===== src/rtl/gpio_pkg.sv =====
package gpio_pkg;
  // word index = byte address [4:2]
  typedef enum logic [2:0] {
    WI_DIR = 3'd0,
    WI_ODE = 3'd1,
    WI_LVL = 3'd2,
    WI_EVT = 3'd3,
    WI_ENA = 3'd4,
    WI_MOD = 3'd5
  } word_e;

  localparam int unsigned WORD_IDX_W = 3;
endpackage


===== src/rtl/gpio_sync.sv =====
module gpio_sync #(
  parameter int W = 32
) (
  input  logic         clk,
  input  logic         rst_n,
  input  logic [W-1:0] d,
  output logic [W-1:0] q
);
  logic [W-1:0] st1_q, st2_q;
  logic [W-1:0] st1_d, st2_d;

  always_comb begin
    st1_d = d;
    st2_d = st1_q;
  end

  always_ff @(posedge clk or negedge rst_n) begin
    if (!rst_n) begin
      st1_q <= '0;
      st2_q <= '0;
    end else begin
      st1_q <= st1_d;
      st2_q <= st2_d;
    end
  end

  assign q = st2_q;
endmodule


===== src/rtl/gpio_regs.sv =====
module gpio_regs
  import gpio_pkg::*;
#(
  parameter int W  = 32,
  parameter int AW = 5
) (
  input  logic          clk,
  input  logic          rst_n,
  input  logic          bus_en,
  input  logic          bus_we,
  input  logic [AW-1:0] bus_addr,
  input  logic [W-1:0]  bus_wdata,
  output logic [W-1:0]  bus_rdata,
  input  logic [W-1:0]  in_sync,
  input  logic [W-1:0]  evt,
  output logic [W-1:0]  dir,
  output logic [W-1:0]  ode,
  output logic [W-1:0]  lvl,
  output logic [W-1:0]  ena,
  output logic [W-1:0]  mode,
  output logic [W-1:0]  evt_clr
);
  localparam int IDX_LO = 2;
  localparam int IDX_HI = IDX_LO + WORD_IDX_W - 1;

  logic [WORD_IDX_W-1:0] widx;
  logic                  wr, rd;
  logic [W-1:0] dir_d, ode_d, lvl_d, ena_d, mode_d;
  logic         dir_ce, ode_ce, lvl_ce, ena_ce, mode_ce;

  assign widx = bus_addr[IDX_HI:IDX_LO];
  assign wr   = bus_en &  bus_we;
  assign rd   = bus_en & ~bus_we;

  always_comb begin
    dir_ce  = wr && (widx == WI_DIR);
    ode_ce  = wr && (widx == WI_ODE);
    lvl_ce  = wr && (widx == WI_LVL);
    ena_ce  = wr && (widx == WI_ENA);
    mode_ce = wr && (widx == WI_MOD);
    dir_d   = bus_wdata;
    ode_d   = bus_wdata;
    lvl_d   = bus_wdata;
    ena_d   = bus_wdata;
    mode_d  = bus_wdata;
    evt_clr = (wr && (widx == WI_EVT)) ? bus_wdata : '0;
  end

  always_ff @(posedge clk or negedge rst_n) begin
    if (!rst_n) begin
      dir  <= '0;
      ode  <= '0;
      lvl  <= '0;
      ena  <= '0;
      mode <= '0;
    end else begin
      if (dir_ce)  dir  <= dir_d;
      if (ode_ce)  ode  <= ode_d;
      if (lvl_ce)  lvl  <= lvl_d;
      if (ena_ce)  ena  <= ena_d;
      if (mode_ce) mode <= mode_d;
    end
  end

  always_comb begin
    bus_rdata = '0;
    if (rd) begin
      case (widx)
        WI_DIR:  bus_rdata = dir;
        WI_ODE:  bus_rdata = ode;
        WI_LVL:  bus_rdata = (lvl & dir) | (in_sync & ~dir);
        WI_EVT:  bus_rdata = evt;
        WI_ENA:  bus_rdata = ena;
        WI_MOD:  bus_rdata = mode;
        default: bus_rdata = '0;
      endcase
    end
  end

  // holes in the map never return data
  assert_hole_reads_zero_R2: assert property (@(posedge clk) disable iff (!rst_n)
    (rd && (widx > WI_MOD)) |-> (bus_rdata == '0));
endmodule


===== src/rtl/gpio_events.sv =====
module gpio_events #(
  parameter int W = 32
) (
  input  logic         clk,
  input  logic         rst_n,
  input  logic [W-1:0] in_sync,
  input  logic [W-1:0] mode,
  input  logic [W-1:0] ena,
  input  logic [W-1:0] evt_clr,
  output logic [W-1:0] evt,
  output logic         irq
);
  logic [W-1:0] prev_q;
  logic [W-1:0] rise, fall, cap;
  logic [W-1:0] evt_d;
  logic         irq_d;

  always_comb begin
    rise  = in_sync & ~prev_q;
    fall  = ~in_sync & prev_q;
    cap   = fall | (rise & ~mode);
    // capture wins over a simultaneous clear
    evt_d = (evt & ~evt_clr) | cap;
    irq_d = |(evt & ena);
  end

  always_ff @(posedge clk or negedge rst_n) begin
    if (!rst_n) begin
      prev_q <= '0;
      evt    <= '0;
    end else begin
      prev_q <= in_sync;
      evt    <= evt_d;
    end
  end

  assign irq = irq_d;

  // a cleared bit with no competing capture is gone next cycle
  assert_evt_clear_R8: assert property (@(posedge clk) disable iff (!rst_n)
    (|(evt_clr & ~cap)) |=> ((evt & $past(evt_clr & ~cap)) == '0));

  // a capture colliding with a clear keeps the bit
  assert_clear_collide_R9: assert property (@(posedge clk) disable iff (!rst_n)
    (|(evt_clr & cap)) |=> ((evt & $past(evt_clr & cap)) == $past(evt_clr & cap)));

  // set bits survive unless cleared
  assert_evt_sticky_R11: assert property (@(posedge clk) disable iff (!rst_n)
    rst_n |=> ((evt & $past(evt & ~evt_clr)) == $past(evt & ~evt_clr)));

  // falling-only pins never gain an event without a falling edge
  assert_fall_only_R7: assert property (@(posedge clk) disable iff (!rst_n)
    rst_n |=> ((evt & ~$past(evt) & $past(mode) & ~$past(fall)) == '0));
endmodule


===== src/rtl/gpio_ctrl.sv =====
module gpio_ctrl #(
  parameter int NPIN = 32,
  parameter int AW   = 5
) (
  input  logic            clk,
  input  logic            rst_n,
  input  logic            bus_en,
  input  logic            bus_we,
  input  logic [AW-1:0]   bus_addr,
  input  logic [NPIN-1:0] bus_wdata,
  output logic [NPIN-1:0] bus_rdata,
  input  logic [NPIN-1:0] pin_in,
  output logic [NPIN-1:0] pin_out,
  output logic [NPIN-1:0] pin_oe,
  output logic            irq
);
  localparam int RST_STAGES = 2;

  logic [RST_STAGES-1:0] rst_q;
  logic                  rst_ln;
  logic [NPIN-1:0] in_reg, in_sync;
  logic [NPIN-1:0] dir, ode, lvl, ena, mode, evt, evt_clr;
  logic [NPIN-1:0] drv_en;
  logic [NPIN-1:0] ode_pin, dir_pin;

  // asynchronous assert, synchronous release
  always_ff @(posedge clk or negedge rst_n) begin
    if (!rst_n) rst_q <= '0;
    else        rst_q <= {rst_q[RST_STAGES-2:0], 1'b1};
  end
  assign rst_ln = rst_q[RST_STAGES-1];

  // pin p <-> register bit NPIN-1-p
  for (genvar p = 0; p < NPIN; p++) begin : g_pinmap
    assign in_reg[NPIN-1-p] = pin_in[p];
    assign pin_out[p]       = lvl[NPIN-1-p];
    assign pin_oe[p]        = drv_en[NPIN-1-p];
    assign ode_pin[p]       = ode[NPIN-1-p];
    assign dir_pin[p]       = dir[NPIN-1-p];
  end

  assign drv_en = dir & ~(ode & lvl);

  gpio_sync #(.W(NPIN)) u_sync (
    .clk   (clk),
    .rst_n (rst_ln),
    .d     (in_reg),
    .q     (in_sync)
  );

  gpio_regs #(.W(NPIN), .AW(AW)) u_regs (
    .clk       (clk),
    .rst_n     (rst_ln),
    .bus_en    (bus_en),
    .bus_we    (bus_we),
    .bus_addr  (bus_addr),
    .bus_wdata (bus_wdata),
    .bus_rdata (bus_rdata),
    .in_sync   (in_sync),
    .evt       (evt),
    .dir       (dir),
    .ode       (ode),
    .lvl       (lvl),
    .ena       (ena),
    .mode      (mode),
    .evt_clr   (evt_clr)
  );

  gpio_events #(.W(NPIN)) u_evt (
    .clk     (clk),
    .rst_n   (rst_ln),
    .in_sync (in_sync),
    .mode    (mode),
    .ena     (ena),
    .evt_clr (evt_clr),
    .evt     (evt),
    .irq     (irq)
  );

  // open-drain pins are never driven high
  assert_od_never_high_R4: assert property (@(posedge clk) disable iff (!rst_ln)
    ((pin_oe & pin_out & ode_pin) == '0));

  // input pins are never driven
  assert_input_undriven_R3: assert property (@(posedge clk) disable iff (!rst_ln)
    ((pin_oe & ~dir_pin) == '0));
endmodule


===== config.mk =====
export PLATFORM = sky130hd
export DESIGN_NAME = gpio_ctrl
export DESIGN_NICKNAME = d
export VERILOG_FILES = /design/src/rtl/gpio_pkg.sv /design/src/rtl/gpio_sync.sv /design/src/rtl/gpio_regs.sv /design/src/rtl/gpio_events.sv /design/src/rtl/gpio_ctrl.sv
export SDC_FILE = /design/constraint.sdc
export NUM_CORES = 1
export LEC_CHECK = 0
export BUFFER_PORTS_ARGS = -buffer_cell sky130_fd_sc_hd__buf_4
export CORE_MARGIN = 2
export CORE_UTILIZATION = 57
export DETAILED_ROUTE_END_ITERATION = 12
export PLACE_DENSITY = 0.81
export SKIP_CTS_REPAIR_TIMING = 1
export SLEW_MARGIN = 10
export SYNTH_ARGS = -nofsm -noshare
export SYNTH_HDL_FRONTEND = slang
export SYNTH_SLANG_ARGS = --single-unit

===== constraint.sdc =====
create_clock -name clk -period 11.3 [get_ports clk]
set_clock_uncertainty 0.1 [all_clocks]
set_input_delay 1.695 -clock clk [delete_from_list [all_inputs] [get_ports clk]]
set_output_delay 1.695 -clock clk [all_outputs]
set_load 0.1 [all_outputs]

==> report_table.html, run 1 <==
<table>
<tr><th>Metric</th><th>Value</th></tr>
<tr><th colspan="2">Status</th></tr>
<tr><td>Result of the run</td><td>finished clean</td></tr>
<tr><th colspan="2">Logic synthesis</th></tr>
<tr><td>Async S/R FF share, synth</td><td>100%</td></tr>
<tr><td>Synth warnings</td><td>0</td></tr>
<tr><td>Average cell area after synthesis</td><td>14.1 sq um</td></tr>
<tr><td>Cell type with the highest aggregate area in the netlist</td><td>sky130_fd_sc_hd__dfrtp_1</td></tr>
<tr><td>Leading cell type by number of instances after synthesis</td><td>sky130_fd_sc_hd__dfrtp_1</td></tr>
<tr><td>Count of flip-flops with a built-in enable after synthesis</td><td>0</td></tr>
<tr><td>Most instantiated flip-flop cell in the synthesis netlist</td><td>sky130_fd_sc_hd__dfrtp_1</td></tr>
<tr><td>Syn Inst Count</td><td>865</td></tr>
<tr><td>Area share of the largest cell type after synthesis</td><td>59.6%</td></tr>
<tr><td>Synthesized Nets</td><td>938</td></tr>
<tr><td>Flops &amp; latches, synth</td><td>290</td></tr>
<tr><td>Post-synthesis instance area</td><td>12200 sq um</td></tr>
<tr><td>Share of synthesized area occupied by flip-flops and latches</td><td>59.6%</td></tr>
<tr><td>Number of distinct library cells after synthesis</td><td>36</td></tr>
<tr><td>Most common library cells after synthesis</td><td>sky130_fd_sc_hd__dfrtp_1 (290), sky130_fd_sc_hd__a22oi_1 (106), sky130_fd_sc_hd__mux2_1 (91), sky130_fd_sc_hd__mux2_2 (69), sky130_fd_sc_hd__nor2b_1 (33)</td></tr>
<tr><td>Dominant cells by area after synthesis</td><td>sky130_fd_sc_hd__dfrtp_1 (60%), sky130_fd_sc_hd__mux2_1 (8.4%), sky130_fd_sc_hd__a22oi_1 (6.5%), sky130_fd_sc_hd__mux2_2 (6.4%), sky130_fd_sc_hd__mux2_4 (3.7%)</td></tr>
<tr><th colspan="2">Min path</th></tr>
<tr><td>Number of stages on the worst hold path</td><td>0</td></tr>
<tr><td>Path category of the worst min-delay check</td><td>reg2reg</td></tr>
<tr><td>Source of the worst hold timing path</td><td>u_sync.st1_q[11]</td></tr>
<tr><td>End of the worst hold path</td><td>u_sync.q[11]</td></tr>
<tr><th colspan="2">Die</th></tr>
<tr><td>Number of placement rows</td><td>53</td></tr>
<tr><td>Floorplan core area</td><td>21000 sq um</td></tr>
<tr><td>Total die area</td><td>22500 sq um</td></tr>
<tr><td>Die boundary width</td><td>150 um</td></tr>
<tr><td>Starting density of the core</td><td>57.9%</td></tr>
<tr><td>Die span in y</td><td>150 um</td></tr>
<tr><td>I/O pin count</td><td>170</td></tr>
<tr><th colspan="2">Detailed routing</th></tr>
<tr><td>Number of DRC violations after detailed-routing iteration 0</td><td>641</td></tr>
<tr><td>Number of vias per cell after detailed routing</td><td>6.24</td></tr>
<tr><td>DRT Wirelength</td><td>30500 um</td></tr>
<tr><td>Antenna violation net count after detailed routing</td><td>0</td></tr>
<tr><td>DRC violation count after routing</td><td>0</td></tr>
<tr><td>Vias</td><td>8250</td></tr>
<tr><td>Wire length per cell after detailed routing</td><td>23.1 um</td></tr>
<tr><td>TritonRoute pass-1 iters</td><td>5</td></tr>
<tr><th colspan="2">GRT</th></tr>
<tr><td>Global-route usage over all layers</td><td>27.6%</td></tr>
<tr><td>Number of antenna violations at the first check in global routing</td><td>1</td></tr>
<tr><td>Maximum number of pins on one net before global-route repair</td><td>82</td></tr>
<tr><td>GR Overflow Total</td><td>0</td></tr>
<tr><td>Global-route wire length before repair</td><td>48000 um</td></tr>
<tr><td>Via count of the first global-routing pass</td><td>8579</td></tr>
<tr><th colspan="2">Critical path</th></tr>
<tr><td>Element type at the critical path start</td><td>input pin</td></tr>
<tr><td>End of the worst register-to-register path</td><td>u_sync.q[3]</td></tr>
<tr><td>Reg2reg path depth</td><td>1</td></tr>
<tr><td>Critical path endpoint category</td><td>output pin</td></tr>
<tr><td>Origin of the critical flop-to-flop path</td><td>rst_q[1]</td></tr>
<tr><td>Crit path required time</td><td>9.51 ns</td></tr>
<tr><td>Max FO, Critical Path</td><td>18</td></tr>
<tr><td>Arrival time at the worst endpoint</td><td>3.84 ns</td></tr>
<tr><td>Internal reg-to-reg setup slack</td><td>9.14 ns</td></tr>
<tr><td>Critical path type</td><td>in2out</td></tr>
<tr><th colspan="2">Timing</th></tr>
<tr><td>Final Hold Viols</td><td>0</td></tr>
<tr><td>Count of final max-slew check failures</td><td>0</td></tr>
<tr><td>Setup repair after global routing missed its margin</td><td>false</td></tr>
<tr><td>Slew of the pin with the lowest slew margin</td><td>1.10 ns</td></tr>
<tr><td>Crit path time final</td><td>5.64 ns</td></tr>
<tr><td>Worst slew margin</td><td>26.7%</td></tr>
<tr><td>Setup tns final</td><td>0 ns</td></tr>
<tr><td>Maximum clock rate</td><td>177 MHz</td></tr>
<tr><td>Setup violators final</td><td>0</td></tr>
<tr><td>Final cycle utilization of the critical path</td><td>49.9%</td></tr>
<tr><th colspan="2">Pwr</th></tr>
<tr><td>Worst IR drop on VDD</td><td>0.147 mV</td></tr>
<tr><td>Power density of the placed cells</td><td>224 nW/um^2</td></tr>
<tr><td>Leakage</td><td>0.00626 uW</td></tr>
<tr><th colspan="2">Place</th></tr>
<tr><td>Post-placement cell count</td><td>1265</td></tr>
<tr><td>IO Port Bufs</td><td>167</td></tr>
<tr><td>DP Wirelength</td><td>19000 um</td></tr>
<tr><td>Final weighted congestion in routability-driven placement</td><td>0.819</td></tr>
<tr><th colspan="2">Finish</th></tr>
<tr><td>Number of fill cells in the layout</td><td>1474</td></tr>
<tr><td>Util after Layout</td><td>69.3%</td></tr>
<tr><td>Number of nets at the end of the flow</td><td>1095</td></tr>
<tr><td>Final standard cell count with taps included and fillers excluded</td><td>1322</td></tr>
<tr><td>Fraction of layout instances using a drive strength above 1</td><td>32.9%</td></tr>
<tr><td>Signed area change from the synthesized netlist to the final layout</td><td>19.7%</td></tr>
<tr><th colspan="2">Clocking</th></tr>
<tr><td>CTS tree</td><td>yes</td></tr>
<tr><td>Num CTS Buffers</td><td>30</td></tr>
<tr><td>Clock sink total</td><td>290</td></tr>
<tr><td>Clock tree root buffer cell</td><td>sky130_fd_sc_hd__clkbuf_16</td></tr>
<tr><td>Largest buffer count on any clock path</td><td>3</td></tr>
<tr><td>Htree depth</td><td>1</td></tr>
<tr><td>Clock slew at the register clock pins of the worst setup and hold paths</td><td>0.06 ns</td></tr>
<tr><td>Worst-Skew Late Latency</td><td>0.55 ns</td></tr>
<tr><th colspan="2">Run</th></tr>
<tr><td>Maximum capacitance violations</td><td>0</td></tr>
</table>
==> layer usage <==
layer  vias to the layer above  part of all wire, %  routed length [um]  global-route usage, %
met5                         -                    0                   0                      0
met3                        59                  5.6                1700                   4.09
li1                       3598                    -                   -                      -
met1                      4295                   43               13200                   38.7
met2                       298                   49               14800                   45.2
met4                         0                  2.6                 782                   8.49
==> cells in the final DEF, fill, tap and decap left out, types with 2 or more instances in the layout <==
cell type	count
sky130_fd_sc_hd__mux2_2	69
sky130_fd_sc_hd__a31oi_1	30
sky130_fd_sc_hd__nand3b_1	2
sky130_fd_sc_hd__mux2_1	91
sky130_fd_sc_hd__a221o_1	32
sky130_fd_sc_hd__nand3_1	32
sky130_fd_sc_hd__nor2_1	32
sky130_fd_sc_hd__dfrtp_1	289
sky130_fd_sc_hd__mux2i_1	3
sky130_fd_sc_hd__clkbuf_1	3
sky130_fd_sc_hd__nor3b_4	3
sky130_fd_sc_hd__clkinv_2	11
sky130_fd_sc_hd__mux2_4	30
sky130_fd_sc_hd__clkinvlp_4	3
sky130_fd_sc_hd__buf_4	178
sky130_fd_sc_hd__nand4_1	4
sky130_fd_sc_hd__bufinv_16	4
sky130_fd_sc_hd__nand2_1	2
sky130_fd_sc_hd__nor2b_1	33
sky130_fd_sc_hd__and2_2	6
sky130_fd_sc_hd__clkbuf_16	31
sky130_fd_sc_hd__clkbuf_8	4
sky130_fd_sc_hd__a21boi_0	32
sky130_fd_sc_hd__a22oi_1	106
==> logic make-up (layout without fill, tap and decap cells) <==
logic type,after synthesis,in the layout,share of synthesized area (%)
and+or+nand+nor,120,120,5.44
other,1,2,0.0308
buffers and inverters,54,235,2.97
muxes,194,194,18.9
DFF,290,290,59.6
AOI/OAI and AO/OA,206,206,13.0
==> worst max-delay path by stage <==
stage	slack (ns)	cells past startpoint	end	from
floorplan	2.52	0	u_evt.evt[0]	rst_q[1]
global placement	5.71	6	bus_rdata[28]	bus_addr[4]
detailed placement	5.71	6	bus_rdata[21]	bus_addr[4]
CTS	5.70	6	bus_rdata[21]	bus_addr[4]
global route	5.58	6	bus_rdata[21]	bus_addr[4]
finish	5.66	6	bus_rdata[8]	bus_addr[3]
==> critical path: stages <==
cell and delay (ns):
sky130_fd_sc_hd__buf_4 0.18, sky130_fd_sc_hd__nor3b_4 0.80, sky130_fd_sc_hd__buf_4 0.43, sky130_fd_sc_hd__a22oi_1 0.12
sky130_fd_sc_hd__a31oi_1 0.26, sky130_fd_sc_hd__buf_4 0.35
==> registers in the layout, summed over array words and instances (netlist names) <==
| name | flops |
|---|---|
| u_evt.prev_q | 32 |
| rst_q | 2 |
| u_regs.ena | 32 |
| u_evt.evt | 32 |
| u_regs.dir | 32 |
| u_sync.st1_q | 32 |
| u_regs.ode | 32 |
| u_sync.q | 32 |
| u_regs.mode | 32 |
| u_regs.lvl | 32 |
==> final cells by class <==
type	instances	area (sq um)	share of cell area (%)
diodes	1	2.50	0.0172
inverters	1	3.75	0.0258
repair buffers	178	1340	9.17
flip-flops and latches	290	7260	49.8
clock inverters	18	198	1.36
multi-input cells	521	4590	31.5
clock buffers	38	842	5.78
well taps	275	344	2.36
==> stage by stage <==
stage	setup slack, ns	power (uW)	hold slack [ns]	area, sq um
2_1_floorplan	2.52	2040	0.231	12200
3_3_place_gp	5.71	2240	0.233	13500
3_5_place_dp	5.71	2260	0.235	13500
4_1_cts	5.70	3290	0.246	14600
5_1_grt	5.58	3390	0.252	14600
6_report	5.66	3270	0.244	14600
==> power by group <==
| part | internal (uW) | switching (uW) |
|---|---|---|
| Combinational | 268 | 644 |
| Clock | 617 | 404 |
| Sequential | 1190 | 146 |
| Total | 2080 | 1190 |
No activity file was read; power rests on OpenSTA's default activity.
==> inputs of run 2 (changes only) <==
Clock period 11.3 ns to 5.4 ns, I/O delays scaled along.
==> run 2 against run 1 <==
  * Sequential share of layout area fell by 0.19 points
  * Combinational power rose by 110%
  * Design area rose by 0.39%
  * Setup slack got worse by 4.1 ns
  * Routed wire length fell by 1.1%
  * Via count fell by 0.36%
  * Non-clock buffer count rose by 5
  * Register-to-register slack got worse by 5.5 ns
  * Worst hold slack improved by 0.0033 ns
  * Clock-buffer cell count rose by 5
  * Clock power rose by 110%
==> report_table.html, run 2 (synthesis results as in run 1) <==
<table>
<tr><th>Metric</th><th>Value</th></tr>
<tr><th colspan="2">Status</th></tr>
<tr><td>Result of the run</td><td>finished clean</td></tr>
<tr><th colspan="2">Critical path</th></tr>
<tr><td>Critical path endpoint category</td><td>output pin</td></tr>
<tr><td>Critical path buffer and inverter count</td><td>3 (unchanged)</td></tr>
<tr><td>Family of cells with the greatest summed delay on the critical path</td><td>buffers and inverters</td></tr>
<tr><td>Critical path type</td><td>in2out</td></tr>
<tr><td>Arrival time at the worst endpoint</td><td>2.91 ns (-0.93 ns)</td></tr>
<tr><td>Biggest cell delay along the critical path</td><td>0.65 ns (-0.15 ns)</td></tr>
<tr><td>Max FO, Critical Path</td><td>21 (+3)</td></tr>
<tr><td>Cell Chain, Critical Path</td><td>buf_4, nor3b_4, buf_4, a22oi_1, a31oi_1, buf_4</td></tr>
<tr><td>Crit path required time</td><td>4.49 ns (-5.02 ns)</td></tr>
<tr><td>Most repeated library cell on the critical path</td><td>sky130_fd_sc_hd__buf_4</td></tr>
<tr><td>Element type at the critical path start</td><td>input pin</td></tr>
<tr><td>Slowest cell on the critical path</td><td>sky130_fd_sc_hd__nor3b_4</td></tr>
<tr><th colspan="2">Timing</th></tr>
<tr><td>Slew of the pin with the lowest slew margin</td><td>1.07 ns (-0.0337 ns)</td></tr>
<tr><td>Final Hold Viols</td><td>0 (unchanged)</td></tr>
<tr><td>Worst path setup slack after routing</td><td>1.58 ns (-4.09 ns)</td></tr>
<tr><td>Count of final max-slew check failures</td><td>0 (unchanged)</td></tr>
<tr><td>Setup repair after global routing missed its margin</td><td>false</td></tr>
<tr><td>Maximum clock rate</td><td>262 MHz</td></tr>
<tr><td>Crit path time final</td><td>3.82 ns</td></tr>
<tr><td>Final cycle utilization of the critical path</td><td>70.8%</td></tr>
<tr><td>Worst slew margin</td><td>29.0% (+2.2 points)</td></tr>
<tr><td>Setup tns final</td><td>0 ns (unchanged)</td></tr>
<tr><td>Setup violators final</td><td>0 (unchanged)</td></tr>
<tr><th colspan="2">Die</th></tr>
<tr><td>Die boundary width</td><td>150 um (unchanged)</td></tr>
<tr><td>Number of placement rows</td><td>53 (unchanged)</td></tr>
<tr><td>Die span in y</td><td>150 um (unchanged)</td></tr>
<tr><td>Starting density of the core</td><td>57.9% (unchanged)</td></tr>
<tr><td>I/O pin count</td><td>170 (unchanged)</td></tr>
<tr><td>Floorplan core area</td><td>21000 sq um (unchanged)</td></tr>
<tr><td>Total die area</td><td>22500 sq um (unchanged)</td></tr>
<tr><th colspan="2">Detailed routing</th></tr>
<tr><td>Vias</td><td>8220 (-0.36%)</td></tr>
<tr><td>DRT Wirelength</td><td>30200 um (-1.1%)</td></tr>
<tr><td>TritonRoute pass-1 iters</td><td>5 (unchanged)</td></tr>
<tr><td>Wire length per cell after detailed routing</td><td>22.8 um (-1.3%)</td></tr>
<tr><td>DRC violation count after routing</td><td>0 (unchanged)</td></tr>
<tr><td>Number of DRC violations after detailed-routing iteration 0</td><td>582 (-9.2%)</td></tr>
<tr><td>Antenna violation net count after detailed routing</td><td>0 (unchanged)</td></tr>
<tr><td>Number of vias per cell after detailed routing</td><td>6.20 (-0.59%)</td></tr>
<tr><th colspan="2">GRT</th></tr>
<tr><td>Maximum number of pins on one net before global-route repair</td><td>129 (+57%)</td></tr>
<tr><td>Number of antenna violations at the first check in global routing</td><td>0 (-1)</td></tr>
<tr><td>Global-route usage over all layers</td><td>27.3% (-0.37 points)</td></tr>
<tr><td>GR Overflow Total</td><td>0 (unchanged)</td></tr>
<tr><td>Via count of the first global-routing pass</td><td>8522 (-0.66%)</td></tr>
<tr><td>Global-route wire length before repair</td><td>47500 um (-1.0%)</td></tr>
<tr><th colspan="2">Place</th></tr>
<tr><td>DP Wirelength</td><td>18900 um (-0.50%)</td></tr>
<tr><td>Final weighted congestion in routability-driven placement</td><td>0.809 (-1.2%)</td></tr>
<tr><td>IO Port Bufs</td><td>167 (unchanged)</td></tr>
<tr><td>Post-placement setup slack</td><td>1.63 ns (-4.07 ns)</td></tr>
<tr><th colspan="2">Clocking</th></tr>
<tr><td>CTS tree</td><td>yes</td></tr>
<tr><td>Htree depth</td><td>1 (unchanged)</td></tr>
<tr><td>Worst-Skew Late Latency</td><td>0.54 ns (about the same)</td></tr>
<tr><td>Num CTS Buffers</td><td>30 (unchanged)</td></tr>
<tr><td>Clock slew at the register clock pins of the worst setup and hold paths</td><td>0.05 ns (about the same)</td></tr>
<tr><td>Clock sink total</td><td>290 (unchanged)</td></tr>
<tr><td>Largest buffer count on any clock path</td><td>3 (unchanged)</td></tr>
<tr><td>Clock tree root buffer cell</td><td>sky130_fd_sc_hd__clkbuf_16</td></tr>
<tr><th colspan="2">Pwr</th></tr>
<tr><td>Leakage</td><td>0.00629 uW (+0.42%)</td></tr>
<tr><td>Power, Total</td><td>6840 uW (+110%)</td></tr>
<tr><td>Worst IR drop on VDD</td><td>0.400 mV (+170%)</td></tr>
<tr><td>Power density of the placed cells</td><td>468 nW/um^2 (+110%)</td></tr>
<tr><th colspan="2">Run</th></tr>
<tr><td>Maximum capacitance violations</td><td>0 (unchanged)</td></tr>
<tr><th colspan="2">Min path</th></tr>
<tr><td>Path category of the worst min-delay check</td><td>reg2reg</td></tr>
<tr><th colspan="2">Finish</th></tr>
<tr><td>Fraction of layout instances using a drive strength above 1</td><td>32.6% (-0.32 points)</td></tr>
<tr><td>FF/Latch Area</td><td>7260 sq um (unchanged)</td></tr>
<tr><td>Number of nets at the end of the flow</td><td>1100 (+0.46%)</td></tr>
<tr><td>Area occupied by multi-input gates</td><td>4590 sq um (about the same)</td></tr>
<tr><td>Util after Layout</td><td>69.6% (+0.27 points)</td></tr>
<tr><td>Number of fill cells in the layout</td><td>1461 (-0.88%)</td></tr>
<tr><td>Most common cell after layout, fill and taps aside</td><td>sky130_fd_sc_hd__dfrtp_1</td></tr>
<tr><td>Top library cells by usage in the layout, fill and taps aside</td><td>sky130_fd_sc_hd__dfrtp_1 (289), sky130_fd_sc_hd__buf_4 (180), sky130_fd_sc_hd__a22oi_1 (106)</td></tr>
<tr><td>Diodes inserted</td><td>0 (-1)</td></tr>
<tr><td>Signed area change from the synthesized netlist to the final layout</td><td>20.2%</td></tr>
</table>
==> run 2: cell types whose count changed in the layout (fill, tap and decap cells not counted) <==
cell | before | now
sky130_fd_sc_hd__nand2b_2 | 1 | 0
sky130_fd_sc_hd__buf_4 | 178 | 180
sky130_fd_sc_hd__clkbuf_1 | 3 | 7
sky130_fd_sc_hd__dlygate4sd3_1 | 0 | 1
sky130_fd_sc_hd__nand2b_1 | 0 | 1
sky130_fd_sc_hd__buf_12 | 0 | 2
sky130_fd_sc_hd__clkbuf_8 | 4 | 5
sky130_fd_sc_hd__clkinvlp_4 | 3 | 2
sky130_fd_sc_hd__diode_2 | 1 | 0
sky130_fd_sc_hd__clkinv_2 | 11 | 6
==> run 2: power breakdown <==
group	internal (uW)	total, uW	switching (uW)
sequential	2500	2800	307
clock	1310	2130	821
combinational	564	1910	1350
total	4370	6840	2470
==> run 2: worst paths after layout <==
kind	start	to	slack [ns]	cells after the start
setup / recovery	bus_addr[3]	bus_rdata[0]	1.58	6
hold / removal	u_sync.st1_q[19]	u_sync.q[19]	0.25	0
min in group asynchronous	rst_q[1]	u_sync.st1_q[17]	0.37	0
max in group asynchronous	rst_q[1]	u_regs.ena[20]	3.65	1
setup reg to reg	rst_q[1]	u_regs.ena[20]	3.65	1
hold reg to reg	u_sync.st1_q[19]	u_sync.q[19]	0.25	0
==> run 2: cell type report <==
type,instances,share of cell area (%)
inverter,1,0.0257
tap,275,2.35
clock buffer,43,5.95
sequential,290,49.6
clock inverter,12,1.13
timing repair buffer,183,9.58
multi-input combinational,521,31.3
==> run 2: per-stage QoR <==
| step | cell area [sq um] | hold slack, ns | std cells |
|---|---|---|---|
| 2_1_floorplan | 12200 | 0.231 | 865 |
| 3_3_place_gp | 13600 | 0.233 | 1269 |
| 3_5_place_dp | 13600 | 0.235 | 1269 |
| 4_1_cts | 14600 | -0.0841 | 1324 |
| 5_1_grt | 14600 | 0.248 | 1325 |
| 6_report | 14600 | 0.247 | 1325 |
==> run 2: routing by layer <==
metal | routed length, um | up-vias | global-route usage [%] | part of all wire, %
li1 | - | 3601 | - | -
met1 | 12900 | 4260 | 38.1 | 43
met2 | 14600 | 307 | 44.0 | 49
met3 | 1910 | 52 | 4.61 | 6.3
met4 | 684 | 0 | 8.82 | 2.3
met5 | 0 | - | 0 | 0
